File: config.mk
export PLATFORM = sky130hd
export DESIGN_NAME = cfgAccessGate
export DESIGN_NICKNAME = d
export VERILOG_FILES = /design/src/rtl/cfgGatePkg.sv /design/src/rtl/cfgGateCtrl.sv /design/src/rtl/cfgGateDatapath.sv /design/src/rtl/cfgAccessGate.sv
export SDC_FILE = /design/constraint.sdc
export NUM_CORES = 1
export LEC_CHECK = 0
export CORE_ASPECT_RATIO = 0.6
export CORE_UTILIZATION = 30
export CTS_BUF_LIST = sky130_fd_sc_hd__clkbuf_8
export DETAILED_ROUTE_END_ITERATION = 10
export PLACE_DENSITY = 0.73
export SLEW_MARGIN = 20
export SYNTH_ARGS = -nofsm -noshare
export SYNTH_HDL_FRONTEND = slang
export SYNTH_HIERARCHICAL = 1
export SYNTH_SLANG_ARGS = --single-unit
File: constraint.sdc
create_clock -name clk -period 6.5 [get_ports clk]
set_clock_uncertainty 0.1 [all_clocks]
set_input_delay 1.3 -clock clk [delete_from_list [all_inputs] [get_ports clk]]
set_output_delay 1.3 -clock clk [all_outputs]
set_load 0.01 [all_outputs]
File: src/rtl/cfgGatePkg.sv
package cfgGatePkg;

  localparam logic [1:0] SZ_BYTE  = 2'd0;
  localparam logic [1:0] SZ_WORD  = 2'd1;
  localparam logic [1:0] SZ_DWORD = 2'd2;

  localparam logic [7:0] ST_OK      = 8'h00;
  localparam logic [7:0] ST_BAD_REG = 8'h87;

  // strobes from the decision logic to the datapath
  typedef struct packed {
    logic issue;    // legal request, access the register space
    logic write;    // legal write
    logic respond;  // any request, produce a response next edge
    logic fail;     // rejected request
  } gateStrobeT;

endpackage

File: src/rtl/cfgGateCtrl.sv
module cfgGateCtrl
  import cfgGatePkg::*;
#(
  parameter int OFFSET_W    = 16,
  parameter int SPACE_BYTES = 256
) (
  input  logic                reqValid,
  input  logic                reqWrite,
  input  logic [1:0]          reqSize,
  input  logic [OFFSET_W-1:0] reqOffset,
  output gateStrobeT          strobe
);

  localparam logic [OFFSET_W-1:0] SPACE_LIM = OFFSET_W'(SPACE_BYTES);

  logic                sizeOk;
  logic [OFFSET_W-1:0] alignMask;
  logic                aligned;
  logic                inRange;
  logic                legal;

  always_comb begin
    sizeOk    = 1'b1;
    alignMask = '0;
    unique case (reqSize)
      SZ_BYTE:  alignMask = OFFSET_W'(0);
      SZ_WORD:  alignMask = OFFSET_W'(1);
      SZ_DWORD: alignMask = OFFSET_W'(3);
      default:  sizeOk    = 1'b0;
    endcase
  end

  assign aligned = (reqOffset & alignMask) == '0;
  assign inRange = reqOffset < SPACE_LIM;
  assign legal   = sizeOk && aligned && inRange;

  always_comb begin
    strobe.issue   = reqValid && legal;
    strobe.write   = reqValid && legal && reqWrite;
    strobe.respond = reqValid;
    strobe.fail    = reqValid && !legal;
  end

  // a four-byte access that gets through sits on a word boundary
  always_comb begin
    if (strobe.issue && reqSize == SZ_DWORD)
      a_r4_dword_aligned: assert (reqOffset[1:0] == 2'b00);
  end

  // a two-byte access that gets through is even
  always_comb begin
    if (strobe.issue && reqSize == SZ_WORD)
      a_r3_word_even: assert (reqOffset[0] == 1'b0);
  end

endmodule

File: src/rtl/cfgGateDatapath.sv
module cfgGateDatapath
  import cfgGatePkg::*;
#(
  parameter int DATA_W = 32
) (
  input  logic                     clk,
  input  logic                     rstN,
  input  gateStrobeT               strobe,
  input  logic [1:0]               reqSize,
  input  logic [$clog2(DATA_W/8)-1:0] lane,
  input  logic [DATA_W-1:0]        reqWdata,
  input  logic [DATA_W-1:0]        cfgRdata,
  output logic                     cfgEn,
  output logic                     cfgWe,
  output logic [DATA_W/8-1:0]      cfgByteEn,
  output logic [DATA_W-1:0]        cfgWdata,
  output logic                     rspDone,
  output logic [7:0]               rspStatus,
  output logic                     rspFail,
  output logic [DATA_W-1:0]        rspRdata
);

  localparam int LANES  = DATA_W / 8;
  localparam int LANE_W = $clog2(LANES);

  logic [LANE_W:0]     accBytes;
  logic [LANE_W:0]     laneLo;
  logic [LANE_W:0]     laneHi;
  logic [DATA_W-1:0]   rdShifted;
  logic [DATA_W-1:0]   rdAligned;
  logic [LANES-1:0]    keepLane;

  always_comb begin
    unique case (reqSize)
      SZ_BYTE:  accBytes = (LANE_W+1)'(1);
      SZ_WORD:  accBytes = (LANE_W+1)'(2);
      SZ_DWORD: accBytes = (LANE_W+1)'(4);
      default:  accBytes = '0;
    endcase
  end

  assign laneLo = {1'b0, lane};
  assign laneHi = laneLo + accBytes;

  assign cfgEn     = strobe.issue;
  assign cfgWe     = strobe.write;
  assign cfgWdata  = reqWdata << {lane, 3'b000};
  assign rdShifted = cfgRdata >> {lane, 3'b000};

  for (genvar i = 0; i < LANES; i++) begin : g_lane
    localparam logic [LANE_W:0] IDX = (LANE_W+1)'(i);
    assign cfgByteEn[i]          = strobe.issue && (IDX >= laneLo) && (IDX < laneHi);
    assign keepLane[i]           = IDX < accBytes;
    assign rdAligned[8*i +: 8]   = rdShifted[8*i +: 8] & {8{keepLane[i]}};
  end

  always_ff @(posedge clk) begin
    if (!rstN) begin
      rspDone   <= 1'b0;
      rspStatus <= ST_OK;
      rspFail   <= 1'b0;
      rspRdata  <= '0;
    end else begin
      rspDone <= strobe.respond;
      if (strobe.respond) begin
        rspStatus <= strobe.fail ? ST_BAD_REG : ST_OK;
        rspFail   <= strobe.fail;
        rspRdata  <= (strobe.issue && !strobe.write) ? rdAligned : '0;
      end
    end
  end

  // the flag and the error code travel together
  a_r6_fail_code: assert property (@(posedge clk) disable iff (!rstN)
    rspFail |-> rspStatus == ST_BAD_REG);

  // a clean response carries the success code
  a_r5_ok_code: assert property (@(posedge clk) disable iff (!rstN)
    (rspDone && !rspFail) |-> rspStatus == ST_OK);

  // a refused request returns no data
  a_r9_fail_zero_data: assert property (@(posedge clk) disable iff (!rstN)
    rspFail |-> rspRdata == '0);

  // a one-byte access enables exactly one lane
  a_r8_byte_one_lane: assert property (@(posedge clk) disable iff (!rstN)
    (cfgEn && reqSize == SZ_BYTE) |-> $countones(cfgByteEn) == 1);

  // without an access strobe no byte lane is enabled
  a_r7_no_lane_idle: assert property (@(posedge clk) disable iff (!rstN)
    !cfgEn |-> cfgByteEn == '0);

endmodule

File: src/rtl/cfgAccessGate.sv
module cfgAccessGate
  import cfgGatePkg::*;
#(
  parameter int OFFSET_W    = 16,
  parameter int SPACE_BYTES = 256,
  parameter int DATA_W      = 32
) (
  input  logic                clk,
  input  logic                rstN,
  input  logic                reqValid,
  input  logic [7:0]          reqBus,
  input  logic [7:0]          reqDevFn,
  input  logic [OFFSET_W-1:0] reqOffset,
  input  logic [1:0]          reqSize,
  input  logic                reqWrite,
  input  logic [DATA_W-1:0]   reqWdata,
  output logic                cfgEn,
  output logic                cfgWe,
  output logic [7:0]          cfgBus,
  output logic [4:0]          cfgDev,
  output logic [2:0]          cfgFn,
  output logic [$clog2(SPACE_BYTES)-$clog2(DATA_W/8)-1:0] cfgDwordAddr,
  output logic [DATA_W/8-1:0] cfgByteEn,
  output logic [DATA_W-1:0]   cfgWdata,
  input  logic [DATA_W-1:0]   cfgRdata,
  output logic                rspDone,
  output logic [7:0]          rspStatus,
  output logic                rspFail,
  output logic [DATA_W-1:0]   rspRdata
);

  localparam int LANE_W = $clog2(DATA_W/8);
  localparam int BYTE_W = $clog2(SPACE_BYTES);

  gateStrobeT strobe;

  assign cfgBus       = reqBus;
  assign cfgDev       = reqDevFn[7:3];
  assign cfgFn        = reqDevFn[2:0];
  assign cfgDwordAddr = reqOffset[BYTE_W-1:LANE_W];

  cfgGateCtrl #(
    .OFFSET_W   (OFFSET_W),
    .SPACE_BYTES(SPACE_BYTES)
  ) u_ctrl (
    .reqValid (reqValid),
    .reqWrite (reqWrite),
    .reqSize  (reqSize),
    .reqOffset(reqOffset),
    .strobe   (strobe)
  );

  cfgGateDatapath #(
    .DATA_W(DATA_W)
  ) u_dp (
    .clk      (clk),
    .rstN     (rstN),
    .strobe   (strobe),
    .reqSize  (reqSize),
    .lane     (reqOffset[LANE_W-1:0]),
    .reqWdata (reqWdata),
    .cfgRdata (cfgRdata),
    .cfgEn    (cfgEn),
    .cfgWe    (cfgWe),
    .cfgByteEn(cfgByteEn),
    .cfgWdata (cfgWdata),
    .rspDone  (rspDone),
    .rspStatus(rspStatus),
    .rspFail  (rspFail),
    .rspRdata (rspRdata)
  );

  // each strobe is answered on the next edge
  a_r10_done_follows_req: assert property (@(posedge clk) disable iff (!rstN)
    reqValid |=> rspDone);

  // no response without a strobe one edge earlier
  a_r10_done_needs_req: assert property (@(posedge clk) disable iff (!rstN)
    !reqValid |=> !rspDone);

  // an access that reaches the space is never reported as refused
  a_r7_access_not_failed: assert property (@(posedge clk) disable iff (!rstN)
    cfgEn |=> !rspFail);

  // a write qualifier never appears without the access strobe
  a_r7_we_needs_en: assert property (@(posedge clk) disable iff (!rstN)
    cfgWe |-> cfgEn);

endmodule

==> metrics.txt, run 1 <==
# TYPE chip_impl_metric gauge
chip_impl_info{name="status",value="finished clean"} 1
chip_impl_metric{name="yosysWarnings",unit=""} 6
chip_impl_metric{name="grtUsageTotal",unit="%"} 18.6
chip_impl_metric{name="initial_core_util",unit="%"} 31.3
chip_impl_info{name="netlist_top_cells_area",value="sky130_fd_sc_hd__dfxtp_1 25%, sky130_fd_sc_hd__mux2i_1 15%, sky130_fd_sc_hd__buf_4 10%"} 1
chip_impl_metric{name="max_freq",unit="MHz"} 190
chip_impl_metric{name="finalNetCount",unit=""} 536
chip_impl_metric{name="yosys.area.top_type_share",unit="%"} 25.2
chip_impl_metric{name="finalCritPeriodShare",unit="%"} 80.8
chip_impl_metric{name="tns",unit="ns"} 0
chip_impl_metric{name="post_cts_buffers",unit=""} 0
chip_impl_metric{name="synth_area",unit="um2"} 2700
chip_impl_metric{name="holdBufCountCts",unit=""} 0
chip_impl_metric{name="clk_pin_slew",unit="ns"} 0.06
chip_impl_metric{name="drtIter0Drc",unit=""} 116
chip_impl_metric{name="power_frac_comb",unit="%"} 29.9
chip_impl_metric{name="post_route_cells_drive_above_1_share",unit="%"} 4.47
chip_impl_metric{name="fp.dieH",unit="um"} 75.5
chip_impl_metric{name="grt_antenna_before_repair",unit=""} 0
chip_impl_metric{name="antennaDiodeCount",unit=""} 0
chip_impl_metric{name="r2r.worst_path.cells",unit=""} 3
chip_impl_metric{name="ctsLongestPathBuffers",unit=""} 2
chip_impl_metric{name="placementRows",unit=""} 26
chip_impl_metric{name="fin_util",unit="%"} 48.0
chip_impl_metric{name="crit_path_max_fanout",unit=""} 5
chip_impl_metric{name="worst_vdd_ir",unit="V"} 0.0000932
chip_impl_metric{name="flow.area_growth_from_synthesis",unit="%"} 53.3
chip_impl_metric{name="postSynthCellCount",unit=""} 313
chip_impl_metric{name="final_period_minus_worst_setup_slack",unit="ns"} 5.25
chip_impl_info{name="dominant_cell_type_by_area_after_synthesis",value="sky130_fd_sc_hd__dfxtp_1"} 1
chip_impl_metric{name="grt_remaining_overflow",unit=""} 0
chip_impl_metric{name="tritoncts.num_buffers",unit=""} 5
chip_impl_metric{name="core_footprint",unit="um2"} 8620
chip_impl_metric{name="placed_area",unit="um2"} 4020
chip_impl_metric{name="synth-seq-cells",unit=""} 34
chip_impl_info{name="synthFlopType",value="sky130_fd_sc_hd__dfxtp_1"} 1
chip_impl_metric{name="worst-slew-pin-transition",unit="ns"} 0.829
chip_impl_metric{name="power.static_leakage",unit="nW"} 1.59
chip_impl_metric{name="grt_pass1_wl",unit="um"} 13700
chip_impl_info{name="worstSetupEndpointType",value="output pin"} 1
chip_impl_metric{name="ant_nets",unit=""} 0
chip_impl_info{name="clock_tree.root_cell",value="sky130_fd_sc_hd__clkbuf_8"} 1
chip_impl_metric{name="timing.max_slew.rel_slack",unit="%"} 44.7
chip_impl_metric{name="final-max-slew-violation-count",unit=""} 0
chip_impl_metric{name="route.detailed.drc",unit=""} 0
chip_impl_metric{name="dpl.hpwl",unit="um"} 7120
chip_impl_metric{name="aggregate_routed_wire_length",unit="um"} 9020
chip_impl_metric{name="htree_num_levels",unit=""} 2
chip_impl_info{name="cp-start-kind",value="input port"} 1
chip_impl_metric{name="die_w",unit="um"} 124
chip_impl_metric{name="post_cts.resized_instances",unit=""} 0
chip_impl_metric{name="post_drt_via_cell_ratio",unit=""} 4.99
chip_impl_metric{name="final_std_cell_area_no_fill",unit="um2"} 4140
chip_impl_info{name="hold_class",value="flip-flop to flip-flop"} 1
chip_impl_metric{name="ios",unit=""} 204
chip_impl_metric{name="first_global_vias",unit=""} 2585
chip_impl_metric{name="synth-edff-count",unit=""} 0
chip_impl_metric{name="routed-via-count",unit=""} 2678
chip_impl_metric{name="power.net_switching",unit="mW"} 0.153
chip_impl_metric{name="largest_net_degree_at_the_start_of_global_routing",unit=""} 55
chip_impl_metric{name="clock_sinks",unit=""} 34
chip_impl_metric{name="min_delay_path_depth",unit=""} 1
chip_impl_metric{name="die_area",unit="um2"} 9390
chip_impl_metric{name="route.detailed.wl_per_inst",unit="um"} 16.8
chip_impl_metric{name="final_hold_vios",unit=""} 0
chip_impl_metric{name="worstPathArrival",unit="ns"} 3.85
chip_impl_metric{name="clock_power_share",unit="%"} 34.1
chip_impl_metric{name="asyncSetResetFlopFracSynth",unit="%"} 0
chip_impl_metric{name="io_buffers",unit=""} 155
chip_impl_info{name="unrepaired_setup_endpoints_after_global_routing",value="false"} 1
chip_impl_metric{name="clk_latency",unit="ns"} 0.28
chip_impl_metric{name="register_share_of_total_power",unit="%"} 36.0
chip_impl_metric{name="cp_data_required_time",unit="ns"} 5.10
chip_impl_metric{name="power_switching_share",unit="%"} 26.3
chip_impl_info{name="cts_tree",value="yes"} 1
chip_impl_metric{name="post_synth.cell_area_avg",unit="um2"} 8.62
chip_impl_metric{name="intPower",unit="mW"} 0.429
chip_impl_metric{name="setup_viol",unit=""} 0
chip_impl_metric{name="place_congestion",unit=""} 0.806
chip_impl_metric{name="cap_viol_max_count",unit=""} 0
chip_impl_info{name="criticalPathCategory",value="input port to output pin"} 1
chip_impl_metric{name="power_density_normalized_to_cell_area",unit="nW/um2"} 141
chip_impl_metric{name="detailedRoute.firstPassIterationCount",unit=""} 4
chip_impl_metric{name="seq_area_frac_synth",unit="%"} 25.2
chip_impl_metric{name="yosys.cell_types.count",unit=""} 39
cell type report:
class / instances / area (um2)
timing repair buffer: 158 / 1560
clock buffer: 6 / 82.6
clock inverter: 1 / 30.0
sequential: 34 / 681
multi-input combinational: 209 / 1580
fill: 820 / 4480
tap: 112 / 140
inverter: 17 / 63.8
state kept, by name (all words and copies together) (netlist names):
name            count
u_dp/rspRdata      32
u_dp/rspDone        1
u_dp/rspStatus      1
power by group through the flow:
stage	combinational, mW	sequential [mW]	clock, mW
CTS	0.176	0.210	0.202
detailed placement	0.175	0.214	0
global placement	0.171	0.214	0
floorplan	0.0938	0.215	0
global route	0.188	0.210	0.212
finish	0.174	0.210	0.199
cells in the mapped netlist (2+ instances only):
master,instances
sky130_fd_sc_hd__buf_1,2
sky130_fd_sc_hd__buf_4,37
sky130_fd_sc_hd__mux2i_1,41
sky130_fd_sc_hd__o2bb2ai_1,8
sky130_fd_sc_hd__dfxtp_1,34
sky130_fd_sc_hd__nand2b_1,3
sky130_fd_sc_hd__a32oi_1,8
sky130_fd_sc_hd__nor2_1,12
sky130_fd_sc_hd__ha_1,8
sky130_fd_sc_hd__and2_1,18
sky130_fd_sc_hd__buf_2,5
sky130_fd_sc_hd__o21ai_0,7
sky130_fd_sc_hd__buf_6,5
sky130_fd_sc_hd__nor2b_1,19
sky130_fd_sc_hd__a32o_1,8
sky130_fd_sc_hd__inv_1,16
sky130_fd_sc_hd__a21oi_1,8
sky130_fd_sc_hd__a22o_1,8
sky130_fd_sc_hd__o32ai_1,8
sky130_fd_sc_hd__a211oi_1,8
sky130_fd_sc_hd__nand2_1,26
sky130_fd_sc_hd__clkbuf_1,7
worst max-delay path, stage by stage:
cell	delay, ns
sky130_fd_sc_hd__clkdlybuf4s50_1	0.56
sky130_fd_sc_hd__inv_1	0.11
sky130_fd_sc_hd__ha_1	0.21
sky130_fd_sc_hd__ha_1	0.17
sky130_fd_sc_hd__inv_1	0.06
sky130_fd_sc_hd__fa_1	0.41
sky130_fd_sc_hd__nand2b_1	0.15
sky130_fd_sc_hd__a221oi_1	0.28
sky130_fd_sc_hd__clkdlybuf4s50_1	0.60
final timing paths:
path / slack [ns] / start / to
hold / removal: 0.38 / u_dp/rspRdata[5] / u_dp/rspRdata[5]
hold reg to reg: 0.38 / u_dp/rspRdata[5] / u_dp/rspRdata[5]
setup / recovery: 1.25 / reqSize[0] / cfgByteEn[2]
setup reg to reg: 5.65 / u_dp/rspRdata[17] / u_dp/rspRdata[17]
metal layers:
layer,vias to the layer above,part of all wire [%],global-route usage [%]
li1,1298,-,-
met1,1259,48,26.0
met2,116,43,28.5
met3,5,8.2,6.39
met4,0,0.22,1.74
met5,-,0,0
stage by stage:
step | worst slack (ns) | hold slack [ns] | total power, mW | cells
6_report | 1.25 | 0.378 | 0.583 | 537
3_5_place_dp | 1.20 | 0.359 | 0.389 | 530
4_1_cts | 1.19 | 0.376 | 0.587 | 537
3_3_place_gp | 1.27 | 0.356 | 0.386 | 530
2_1_floorplan | 2.39 | 0.411 | 0.308 | 316
5_1_grt | 1.01 | 0.401 | 0.610 | 537
cells by family (layout without fill, tap and decap cells):
family          after synthesis  count (layout)  synth area share (%)
other cells                   1               4                 0.139
fa+ha+maj                     9               9                  4.45
xor+xnor                      1               1                 0.325
mux                          41              41                  15.2
simple gates                 87              87                  18.0
flops                        34              34                  25.2
buf+inv                      73             182                  16.9
compound gates               67              67                  19.8
cell usage in the layout, fill, tap and decap left out, types with 2 or more instances in the layout:
cell,n
sky130_fd_sc_hd__clkbuf_8,6
sky130_fd_sc_hd__clkdlybuf4s50_1,153
sky130_fd_sc_hd__a32o_1,8
sky130_fd_sc_hd__dfxtp_1,34
sky130_fd_sc_hd__ha_1,8
sky130_fd_sc_hd__nand2b_1,3
sky130_fd_sc_hd__nor2_1,12
sky130_fd_sc_hd__o32ai_1,8
sky130_fd_sc_hd__inv_1,16
sky130_fd_sc_hd__a22o_1,8
sky130_fd_sc_hd__buf_4,3
sky130_fd_sc_hd__o21ai_0,7
sky130_fd_sc_hd__a32oi_1,8
sky130_fd_sc_hd__mux2i_1,41
sky130_fd_sc_hd__and2_1,18
sky130_fd_sc_hd__buf_2,2
sky130_fd_sc_hd__nor2b_1,18
sky130_fd_sc_hd__a211oi_1,8
sky130_fd_sc_hd__o2bb2ai_1,8
sky130_fd_sc_hd__a21oi_1,8
sky130_fd_sc_hd__conb_1,4
sky130_fd_sc_hd__nand2_1,26
Power figures use the tool's default switching activity.
==> inputs of run 2 (changes only) <==
==> constraint.sdc (replaced) <==
create_clock -name clk -period 5.2 [get_ports clk]
set_clock_uncertainty 0.1 [all_clocks]
set_input_delay 1.04 -clock clk [delete_from_list [all_inputs] [get_ports clk]]
set_output_delay 1.04 -clock clk [all_outputs]
set_load 0.01 [all_outputs]
==> run 2 against run 1 <==
Net effect: count of clock-buffer cells in the layout shrank 1; die area did not move; sequential share of layout area down 0.12 points; register-to-register slack worse by 1.3 ns; first-iteration DRC count grew 0.86%; total power rose by 25%; hold slack got worse by 0.0039 ns; critical endpoint unchanged; highest routed layer unchanged.
==> metrics.txt, run 2 (synthesis results as in run 1) <==
# TYPE chip_impl_metric gauge
chip_impl_info{name="cts_tree",value="yes"} 1
chip_impl_metric{name="finalNetCount",unit=""} 540
chip_impl_info{name="criticalPathCategory",value="input port to output pin"} 1
chip_impl_metric{name="die_w",unit="um"} 124
chip_impl_info{name="timing.rr.end",value="u_dp/rspRdata[19]"} 1
chip_impl_metric{name="core_footprint",unit="um2"} 8620
chip_impl_metric{name="post_cts.resized_instances",unit=""} 0
chip_impl_metric{name="holdBufCountCts",unit=""} 0
chip_impl_metric{name="grt_antenna_before_repair",unit=""} 0
chip_impl_metric{name="setup_viol",unit=""} 0
chip_impl_info{name="clock_tree.root_cell",value="sky130_fd_sc_hd__clkbuf_8"} 1
chip_impl_metric{name="power_switching_share",unit="%"} 27.5
chip_impl_metric{name="timing.max_slew.rel_slack",unit="%"} 53.0
chip_impl_info{name="cp_slowest_cell",value="sky130_fd_sc_hd__clkdlybuf4s50_1"} 1
chip_impl_info{name="timing.critical_path.max_delay_family",value="buffers and inverters"} 1
chip_impl_metric{name="first_global_vias",unit=""} 2532
chip_impl_info{name="critical_path.reg2reg.startpoint",value="u_dp/rspRdata[19]"} 1
chip_impl_metric{name="largest_net_degree_at_the_start_of_global_routing",unit=""} 36
chip_impl_metric{name="route.detailed.wl_per_inst",unit="um"} 16.3
chip_impl_metric{name="power.static_leakage",unit="nW"} 1.61
chip_impl_metric{name="intPower",unit="mW"} 0.527
chip_impl_metric{name="min_delay_path_depth",unit=""} 1
chip_impl_metric{name="aggregate_routed_wire_length",unit="um"} 8810
chip_impl_metric{name="clock_power_share",unit="%"} 33.7
chip_impl_info{name="reg_top3",value="u_dp/rspRdata x32, u_dp/rspDone x1, u_dp/rspStatus x1"} 1
chip_impl_metric{name="post_drt_via_cell_ratio",unit=""} 4.94
chip_impl_metric{name="routed-via-count",unit=""} 2679
chip_impl_metric{name="final-max-slew-violation-count",unit=""} 0
chip_impl_metric{name="place_worst_setup_slack",unit="ns"} 0.460
chip_impl_metric{name="finalCritPeriodShare",unit="%"} 91.0
chip_impl_metric{name="final_worst_slack",unit="ns"} 0.467
chip_impl_metric{name="detailedRoute.firstPassIterationCount",unit=""} 4
chip_impl_metric{name="rrSetupSlack",unit="ns"} 4.39
chip_impl_metric{name="crit_cells",unit=""} 9
chip_impl_metric{name="r2r.worst_path.cells",unit=""} 3
chip_impl_metric{name="power_frac_comb",unit="%"} 30.3
chip_impl_metric{name="largest_register_ffs",unit=""} 32
chip_impl_metric{name="io_buffers",unit=""} 155
chip_impl_info{name="hold_path_end",value="u_dp/rspRdata[6]"} 1
chip_impl_metric{name="flow.area_growth_from_synthesis",unit="%"} 54.4
chip_impl_metric{name="worst-slew-pin-transition",unit="ns"} 0.702
chip_impl_metric{name="initial_core_util",unit="%"} 31.3
chip_impl_metric{name="fp.dieH",unit="um"} 75.5
chip_impl_metric{name="placed_area",unit="um2"} 4050
chip_impl_metric{name="crit_path_max_fanout",unit=""} 5
chip_impl_metric{name="die_area",unit="um2"} 9390
chip_impl_info{name="hold_path.startpoint",value="u_dp/rspRdata[6]"} 1
chip_impl_metric{name="grtUsageTotal",unit="%"} 18.3
chip_impl_metric{name="antennaDiodeCount",unit=""} 0
chip_impl_metric{name="final_std_cell_area_no_fill",unit="um2"} 4170
chip_impl_metric{name="route.detailed.drc",unit=""} 0
chip_impl_metric{name="ios",unit=""} 204
chip_impl_metric{name="ant_nets",unit=""} 0
chip_impl_metric{name="max_freq",unit="MHz"} 211
chip_impl_info{name="layout.cells.most_common_list",value="153 x sky130_fd_sc_hd__clkdlybuf4s50_1, 41 x sky130_fd_sc_hd__mux2i_1, 34 x sky130_fd_sc_hd__dfxtp_1"} 1
chip_impl_metric{name="grt_remaining_overflow",unit=""} 0
chip_impl_info{name="hold_class",value="flip-flop to flip-flop"} 1
chip_impl_metric{name="clk_pin_slew",unit="ns"} 0.07
chip_impl_metric{name="tritoncts.num_buffers",unit=""} 5
chip_impl_metric{name="register_share_of_total_power",unit="%"} 36.0
chip_impl_metric{name="cp_data_required_time",unit="ns"} 4.06
chip_impl_metric{name="timing.critical_path.slowest_cell_delay",unit="ns"} 0.61
chip_impl_metric{name="power_density_normalized_to_cell_area",unit="nW/um2"} 174
chip_impl_metric{name="fillers",unit=""} 792
chip_impl_metric{name="placementRows",unit=""} 26
chip_impl_info{name="cp-start-kind",value="input port"} 1
chip_impl_metric{name="cp.buffers_inverters",unit=""} 4
chip_impl_info{name="regMostFlops",value="u_dp/rspRdata"} 1
chip_impl_metric{name="tns",unit="ns"} 0
chip_impl_info{name="crit_chain",value="clkdlybuf4s50_1 -> inv_1 -> ha_1 -> ha_1 -> inv_1 -> fa_1 -> nand2b_1 -> a221oi_1 -> clkdlybuf4s50_1"} 1
chip_impl_metric{name="grt_pass1_wl",unit="um"} 13400
chip_impl_info{name="layout_commonest_cell",value="sky130_fd_sc_hd__clkdlybuf4s50_1"} 1
chip_impl_metric{name="worstPathArrival",unit="ns"} 3.59
chip_impl_info{name="worstSetupEndpointType",value="output pin"} 1
chip_impl_metric{name="final_period_minus_worst_setup_slack",unit="ns"} 4.73
chip_impl_info{name="unrepaired_setup_endpoints_after_global_routing",value="false"} 1
chip_impl_metric{name="drtIter0Drc",unit=""} 117
chip_impl_metric{name="power.net_switching",unit="mW"} 0.200
chip_impl_metric{name="dpl.cell_count",unit=""} 534
chip_impl_metric{name="finish.cell_count_without_fillers",unit=""} 542
chip_impl_metric{name="ctsLongestPathBuffers",unit=""} 2
chip_impl_metric{name="post_cts_buffers",unit=""} 0
chip_impl_metric{name="place_congestion",unit=""} 0.779
chip_impl_metric{name="cap_viol_max_count",unit=""} 0
chip_impl_metric{name="clock_sinks",unit=""} 34
chip_impl_metric{name="worst_vdd_ir",unit="V"} 0.000109
chip_impl_metric{name="clk_latency",unit="ns"} 0.29
chip_impl_metric{name="htree_num_levels",unit=""} 2
chip_impl_info{name="status",value="finished clean"} 1
chip_impl_metric{name="dpl.hpwl",unit="um"} 6980
chip_impl_metric{name="final_hold_vios",unit=""} 0
chip_impl_metric{name="post_route_cells_drive_above_1_share",unit="%"} 5.58
[run 2: how the worst max path moves through the flow]
stage	from	endpoint	slack [ns]
after global routing	reqSize[0]	cfgByteEn[2]	0.31
after CTS	reqSize[0]	cfgByteEn[2]	0.46
final	reqSize[0]	cfgByteEn[2]	0.47
after detailed placement	reqSize[0]	cfgByteEn[2]	0.46
after global placement	reqSize[0]	cfgByteEn[2]	0.49
after floorplan	reqSize[0]	cfgByteEn[2]	1.61
[run 2: routing by layer]
layer | up-vias | part of all wire, % | global-route usage, % | wire length (um)
met3 | 2 | 8.8 | 6.32 | 779
met5 | - | 0 | 0 | 0
met2 | 121 | 42 | 28.7 | 3710
li1 | 1301 | - | - | -
met4 | 0 | 0.091 | 2.14 | 8
met1 | 1255 | 49 | 25.1 | 4320
[run 2: cell type report]
| type | count | area (um2) | share of cell area, % |
|---|---|---|---|
| Clock buffer | 5 | 68.8 | 1.65 |
| Tap cell | 112 | 140 | 3.36 |
| Inverter | 17 | 63.8 | 1.53 |
| Multi-Input combinational cell | 209 | 1580 | 37.8 |
| Timing Repair Buffer | 162 | 1590 | 38.2 |
| Clock inverter | 3 | 45.0 | 1.08 |
| Sequential cell | 34 | 681 | 16.3 |
[run 2: worst register-to-register path: stages (launching register included)]
cell and delay, ns:
sky130_fd_sc_hd__dfxtp_1 0.36, sky130_fd_sc_hd__inv_1 0.05, sky130_fd_sc_hd__o32ai_1 0.10, sky130_fd_sc_hd__and2_1 0.15
[run 2: stage by stage]
stage                     total power, mW  utilization, %  hold slack [ns]
after global placement              0.484            47.0            0.356
after detailed placement            0.488            47.0            0.365
after floorplan                     0.385               -            0.411
after CTS                           0.735            48.3            0.382
final                               0.727            48.3            0.374
after global routing                0.761            48.3            0.400
[run 2: power by group through the flow]
stage / sequential [mW] / clock, mW / combinational (mW)
floorplan: 0.268 / 0 / 0.117
global placement: 0.268 / 0 / 0.216
detailed placement: 0.268 / 0 / 0.220
CTS: 0.262 / 0.253 / 0.221
global route: 0.262 / 0.261 / 0.238
finish: 0.262 / 0.245 / 0.220
